**src/rtl/apb_dec_pkg.sv**
```systemverilog
package apb_dec_pkg;

  // Strobes that the decode control hands to the response datapath.
  typedef struct packed {
    logic anyHit;       // some subordinate window matched
    logic sinkHit;      // psel high and no window matched
    logic accessPhase;  // psel && penable
  } decStrobe_t;

  function automatic logic isPow2(input logic [31:0] v);
    return (v != 32'd0) && ((v & (v - 32'd1)) == 32'd0);
  endfunction

endpackage

```
**src/rtl/decode_ctrl.sv**
```systemverilog
module decode_ctrl
  import apb_dec_pkg::*;
#(
  parameter int ADDR_W     = 32,
  parameter int NUM_SUB    = 4,
  parameter int OFFSET_MSB = 7,
  parameter logic [NUM_SUB-1:0][ADDR_W-1:0] BASES = '0,
  parameter logic [NUM_SUB-1:0][ADDR_W-1:0] SIZES = '0
) (
  input  logic                    pclk,
  input  logic                    presetn,
  input  logic [ADDR_W-1:0]       paddr,
  input  logic                    psel,
  input  logic                    penable,
  input  logic                    pwrite,
  output logic [NUM_SUB-1:0]      subSel,
  output logic [NUM_SUB-1:0]      subWrEn,
  output logic [OFFSET_MSB-2:0]   regIndex,
  output decStrobe_t              strobes
);

  logic [NUM_SUB-1:0] winHit;

  // One masked equality compare per window; all address bits take part.
  for (genvar i = 0; i < NUM_SUB; i++) begin : gWin
    localparam logic [ADDR_W-1:0] MASK = SIZES[i] - 1'b1;

    if (!isPow2(32'(SIZES[i]))) begin : gBadSize
      $error("window %0d size is not a power of two", i);
    end
    if ((BASES[i] & MASK) != '0) begin : gBadAlign
      $error("window %0d base is not aligned to its size", i);
    end
    for (genvar j = i + 1; j < NUM_SUB; j++) begin : gPair
      localparam logic [ADDR_W-1:0] MASKJ = SIZES[j] - 1'b1;
      if (((BASES[i] ^ BASES[j]) & ~(MASK | MASKJ)) == '0) begin : gOverlap
        $error("windows %0d and %0d intersect", i, j);
      end
    end

    assign winHit[i] = ((paddr & ~MASK) == BASES[i]);
  end

  assign subSel   = psel ? winHit : '0;
  assign subWrEn  = (psel && penable && pwrite) ? winHit : '0;
  assign regIndex = paddr[OFFSET_MSB:2];

  always_comb begin
    strobes.anyHit      = psel && (winHit != '0);
    strobes.sinkHit     = psel && (winHit == '0);
    strobes.accessPhase = psel && penable;
  end

  AST_SEL_ONEHOT: assert property (@(posedge pclk) disable iff (!presetn)
    psel |-> $onehot({strobes.sinkHit, subSel}));

  AST_IDLE_QUIET: assert property (@(posedge pclk) disable iff (!presetn)
    !psel |-> (subSel == '0 && subWrEn == '0 && !strobes.sinkHit));

  AST_WREN_ACCESS: assert property (@(posedge pclk) disable iff (!presetn)
    (subWrEn != '0) |-> (penable && pwrite && (subWrEn == subSel)));

  AST_SINK_NO_WREN: assert property (@(posedge pclk) disable iff (!presetn)
    strobes.sinkHit |-> (subWrEn == '0));

endmodule

```
**src/rtl/resp_mux.sv**
```systemverilog
module resp_mux
  import apb_dec_pkg::*;
#(
  parameter int DATA_W  = 32,
  parameter int NUM_SUB = 4
) (
  input  logic                        pclk,
  input  logic                        presetn,
  input  logic [NUM_SUB-1:0]          subSel,
  input  decStrobe_t                  strobes,
  input  logic [NUM_SUB*DATA_W-1:0]   subRdata,
  input  logic [NUM_SUB-1:0]          subReady,
  input  logic [NUM_SUB-1:0]          subSlvErr,
  output logic [DATA_W-1:0]           prdata,
  output logic                        pready,
  output logic                        pslverr
);

  // AND-OR steering: an all-zero select vector yields zeros.
  always_comb begin
    logic [DATA_W-1:0] dataAcc;
    dataAcc = '0;
    for (int i = 0; i < NUM_SUB; i++) begin
      dataAcc |= {DATA_W{subSel[i]}} & subRdata[i*DATA_W +: DATA_W];
    end
    prdata = dataAcc;  // sink contributes zero data
  end

  assign pready  = (|(subSel & subReady))  | (strobes.sinkHit && strobes.accessPhase);
  assign pslverr = (|(subSel & subSlvErr)) | (strobes.sinkHit && strobes.accessPhase);

  AST_SINK_ERROR: assert property (@(posedge pclk) disable iff (!presetn)
    (strobes.sinkHit && strobes.accessPhase) |-> (pready && pslverr && prdata == '0));

  AST_NOSEL_ZERO: assert property (@(posedge pclk) disable iff (!presetn)
    (!strobes.anyHit && !strobes.sinkHit) |-> (prdata == '0 && !pready && !pslverr));

  AST_SINK_SETUP: assert property (@(posedge pclk) disable iff (!presetn)
    (strobes.sinkHit && !strobes.accessPhase) |-> (!pready && !pslverr));

endmodule

```
**src/rtl/apb_window_decoder.sv**
```systemverilog
module apb_window_decoder
  import apb_dec_pkg::*;
#(
  parameter int ADDR_W     = 32,
  parameter int DATA_W     = 32,
  parameter int NUM_SUB    = 4,
  parameter int OFFSET_MSB = 7,
  parameter logic [NUM_SUB-1:0][ADDR_W-1:0] BASES =
    {32'h0000_0300, 32'h0000_0200, 32'h0000_0100, 32'h0000_0000},
  parameter logic [NUM_SUB-1:0][ADDR_W-1:0] SIZES =
    {32'h0000_0100, 32'h0000_0100, 32'h0000_0100, 32'h0000_0100}
) (
  input  logic                        pclk,
  input  logic                        presetn,
  input  logic [ADDR_W-1:0]           paddr,
  input  logic                        psel,
  input  logic                        penable,
  input  logic                        pwrite,
  input  logic [NUM_SUB*DATA_W-1:0]   subRdata,
  input  logic [NUM_SUB-1:0]          subReady,
  input  logic [NUM_SUB-1:0]          subSlvErr,
  output logic [NUM_SUB-1:0]          subSel,
  output logic                        sinkSel,
  output logic [NUM_SUB-1:0]          subWrEn,
  output logic [OFFSET_MSB-2:0]       regIndex,
  output logic [DATA_W-1:0]           prdata,
  output logic                        pready,
  output logic                        pslverr
);

  decStrobe_t strobes;

  decode_ctrl #(
    .ADDR_W(ADDR_W), .NUM_SUB(NUM_SUB), .OFFSET_MSB(OFFSET_MSB),
    .BASES(BASES), .SIZES(SIZES)
  ) u_ctrl (
    .pclk(pclk), .presetn(presetn),
    .paddr(paddr), .psel(psel), .penable(penable), .pwrite(pwrite),
    .subSel(subSel), .subWrEn(subWrEn), .regIndex(regIndex),
    .strobes(strobes)
  );

  resp_mux #(
    .DATA_W(DATA_W), .NUM_SUB(NUM_SUB)
  ) u_resp (
    .pclk(pclk), .presetn(presetn),
    .subSel(subSel), .strobes(strobes),
    .subRdata(subRdata), .subReady(subReady), .subSlvErr(subSlvErr),
    .prdata(prdata), .pready(pready), .pslverr(pslverr)
  );

  assign sinkSel = strobes.sinkHit;

endmodule

```
**config.mk**
```make
export PLATFORM = sky130hd
export DESIGN_NAME = apb_window_decoder
export DESIGN_NICKNAME = d
export VERILOG_FILES = /design/src/rtl/apb_dec_pkg.sv /design/src/rtl/decode_ctrl.sv /design/src/rtl/resp_mux.sv /design/src/rtl/apb_window_decoder.sv
export SDC_FILE = /design/constraint.sdc
export NUM_CORES = 1
export LEC_CHECK = 0
export ABC_AREA = 1
export BUFFER_PORTS_ARGS = -buffer_cell sky130_fd_sc_hd__buf_2
export CAP_MARGIN = 20
export CORE_AREA = 3 3 85 87
export DETAILED_ROUTE_END_ITERATION = 12
export DIE_AREA = 0 0 88 90
export SLEW_MARGIN = 20
export SYNTH_ARGS = -nofsm -noshare
export SYNTH_HDL_FRONTEND = slang
export SYNTH_HIERARCHICAL = 1
export SYNTH_SLANG_ARGS = --single-unit
```
**constraint.sdc**
```tcl
create_clock -name vclk -period 2.5
set_input_delay 0.625 -clock vclk [all_inputs]
set_output_delay 0.625 -clock vclk [all_outputs]
set_load 0.005 [all_outputs]
```
# Word-level counts from Yosys, hierarchy flattened
# Cells that the tools add are included.
# Widths: inputs -> output; s select.
[word_totals] mem_bits_ro=0 latchBits=0 word_cells=24 ff_bits=0 ram_bits=0 memories=0
[classes] multipliers=0 shifts=0 div=0 eq_ne=3 mux=2 n_addsub=0 n_reduce_logical=8 magnitude_cmp=0 bitwise_logic=11
[ops] operator="$and 32x32->32" n=4
[ops] operator="$or 32x32->32" n=3
[ops] operator="$eq 24x2->1 const B" n=2
[ops] operator="$logic_not 32->1" n=1
[ops] operator="$eq 24x1->1 const B" n=1
[ops] operator="$and 4x4->4" n=2
[ops] operator="$mux 4" n=2
[ops] operator="$reduce_or 4->1" n=2
[ops] operator="$logic_and 1x1->1" n=4
[ops] operator="$logic_not 4->1" n=1
[ops] operator="$or 1x1->1" n=2

# Longest topological paths before layout
[depth] depth_word=6 ltp_mapped=12 ltp_nobuf=12

# Cells and area by module
# Netlist, hierarchy kept.
[modules_own_cells] module="resp_mux" area_each_um2=942.2 cells_each=197 n_inst=1
[modules_own_cells] module="decode_ctrl" area_each_um2=326.6 cells_each=65 n_inst=1

# Worst setup path after synthesis
# No wires, ideal clock.
[synth_path] path_kind="input to output" startpoint="in paddr[23]" endpoint="out prdata[21]" stages=9 t_required_ns=1.875 setup_slack_ns=0.117 t_arrival_ns=1.758 path_cell_list="nor2_1 nand2_1 nor2_2 nand2_2 nor3_1 buf_6 buf_6 nand2_1 nand4_1"
[synth_between] word_cells_on_any_way=12 cone_classes="eq/ne: 3; mux: 1; bitwise: 7; reduce/logical: 1"
[synth_rtl] element="from (decl)" line="apb_window_decoder.sv:15" source="input logic [ADDR_W-1:0] paddr,"
[synth_rtl] element="$eq 24x2->1" line="decode_ctrl.sv:41" source="assign winHit[i] = ((paddr & ~MASK) == BASES[i]);"
[synth_rtl] element="$mux 4" line="decode_ctrl.sv:44" source="assign subSel = psel ? winHit : '0;"
[synth_rtl] element="via subSel[3]" line="apb_window_decoder.sv:22" source="output logic [NUM_SUB-1:0] subSel,"
[synth_rtl] element="$and 32x32->32" line="resp_mux.sv:24" source="dataAcc |= {DATA_W{subSel[i]}} & subRdata[i*DATA_W +: DATA_W];"
[synth_rtl] element="$or 32x32->32" line="resp_mux.sv:24"
[synth_rtl] element="to (decl)" line="apb_window_decoder.sv:26" source="output logic [DATA_W-1:0] prdata,"
# The timed path passes the listed nets, and every way through them passes these cells.

# Worst setup path after layout
[layout_path] startpoint="in paddr[8]" endpoint="out prdata[6]"
[layout_between] elab_chain_len=6 word_cells_on_any_way=12 cone_classes="eq/ne: 3; mux: 1; bitwise: 7; reduce/logical: 1"
[layout_rtl] element="$eq 24x1->1 / $logic_not 32->1 (equally long branches)" line="decode_ctrl.sv:41"
[layout_rtl] element="$mux 4 *" line="decode_ctrl.sv:44"
[layout_rtl] element="$and 32x32->32" line="resp_mux.sv:24"
[layout_rtl] element="$or 32x32->32 (2 in a row)" line="resp_mux.sv:24"
[layout_rtl] element="$or 32x32->32 *" line="resp_mux.sv:24"
# Mark *: on every way between the ends. The rest lies on a longest branch, timed or not.

==> metrics <==
status=finished, violations left; violated checks=negative setup slack; Ys Warns=6; minimum clock period=2589 ps; Routed met3 length=673 um; P_int=112.6 uW; I/O pin cnt=222; Die X=around 88 um; Area after DPL=between 0.002 and 0.0025 mm2; final hold violation count=0; initial drt markers=84; Overflow after GRT=0; clock power share=0%; FILL cells=659; Multi-input gate area=approximately 0.0013 mm2; worst vdd ir=0.05390 mV; CP max stage delay=140 ps; Sequential Area=0 um2; Tcrit/Tclk final=103.6%; pre-CTS setup slack=-154.0 ps; Sw Pwr=76.26 uW; first-pass GRT wire length=11.50 mm; P&R area growth vs syn=148.9%; # DRC=0; Power Density=61.07 mW/mm2; Starting Density=19.35%; Ant. Diodes=0; final slew viol count=0; static leakage=around 1.7 nW; Tot GR Track Use=17.71%; clkbuf count=0; Cell Area, Synth=0.001242 mm2; final net count=around 650; Cell Rows=29; Max Fclk=slightly below 0.4 GHz; worst hold slack=roughly 1300 ps; total core area=0.006422 mm2; number of global-route vias before repair=2,480; ANT nets after route=0; Initial DRT Pass Iterations=4; layout cells sized above 1=66.25%; Slew @ Worst Pin=around 370 ps; Critical Path AT=1960 ps; Gate power share=100.0%; CP max-delay cell=nor2_4; Syn Area/Cell=4.834 um2; RSZ-0062 raised after global routing=true; net count after synthesis=430; Cells after DPL=between 500 and 600; initial antenna violation count=0; final instance area=between 0.003 and 0.004 mm2; worst setup margin=-88.92 ps; Buffers on Ports=about 210; Placer Congestion=0.7873; final wirelength=8.322 mm; Buffers & Inverters on Critical Path=6; FFs & Latches=0; die area=0.007920 mm2; Slew HR=around three quarters; crit-path max FO=5; Crit path max-delay family=buffers and inverters; Hold Crit Class=in2out; HPWL Detailed=5.435 mm; post-layout util=48.16%; Net Sw Frac=between 40% and 50%; Flop pwr share=0%; largest net degree at the start of global routing=19; Final setup viols=32; WL/cell=15.02 um; fin cells=554; met1 wire length=3.302 mm; die height=90 um; cell count after synthesis=257; CP required=1880 ps; max_cap viols=0; Worst setup SP type=input pin; Cell Chain, Critical Path=buf_2 -> inv_1 -> nor2_1 -> nand2_2 -> nor2_4 -> nand3_4 -> nor2_4 -> buf_12 -> buf_8 -> clkbuf_16 -> nand2_2 -> nand4_1 -> buf_2; Vias/cell=4.599; met2 wire length=4.332 mm; Worst Setup End Kind=output port; Max Used Layer=met4; vias=2,548; Crit Path Class=in2out
-- path summary, 6_finish.rpt --
kind / start / to / slack [ps] / cells after the start
max: paddr[8] / prdata[6] / -90 / 13
min: paddr[7] / regIndex[5] / 1250 / 0
-- cell type report --
class	instances	share of cell area [%]
timing repair buffer	242	53.60
multi-input combinational	225	42.07
tap	77	3.115
inverter	10	1.214
-- stage by stage --
stage | setup TNS (ps) | total power [mW]
after floorplan | 0 | 0.02482
after global placement | -2807 | 0.1456
after detailed placement | -3647 | 0.1481
after CTS | -2553 | 0.1595
after global routing | -4610 | 0.2059
final | -1446 | 0.1889
-- metal layers --
metal  up-vias  global-route usage (%)
li1       1265                       -
met1      1144                   19.87
met2       135                   36.12
met3         4                   1.920
met4         0                  0.5115
met5         -                       0
-- layout by cell type (no fill, tap or decap), drive strengths merged --
cell type / instances
inv: 10
clkbuf: 4
nand3: 4
nand2: 156
nand4: 33
buf: 238
nor3: 2
o21ai: 2
nor2: 28
-- power groups by stage --
stage	logic [mW]	registers, mW	clock network [mW]
after floorplan	0.0248	0	0
after global placement	0.146	0	0
final	0.189	0	0
after detailed placement	0.148	0	0
after CTS	0.159	0	0
after global routing	0.206	0	0
-- what timing repair did --
action                                  4_1_cts  5_1_grt
hold buffers                                  0        0
buffers inserted                              9        8
endpoints found under the setup margin       34       37
gates resized for setup                      51       86
gates cloned                                  9        4
pin swaps                                     6       46
No activity file was read; power rests on OpenSTA's default activity.
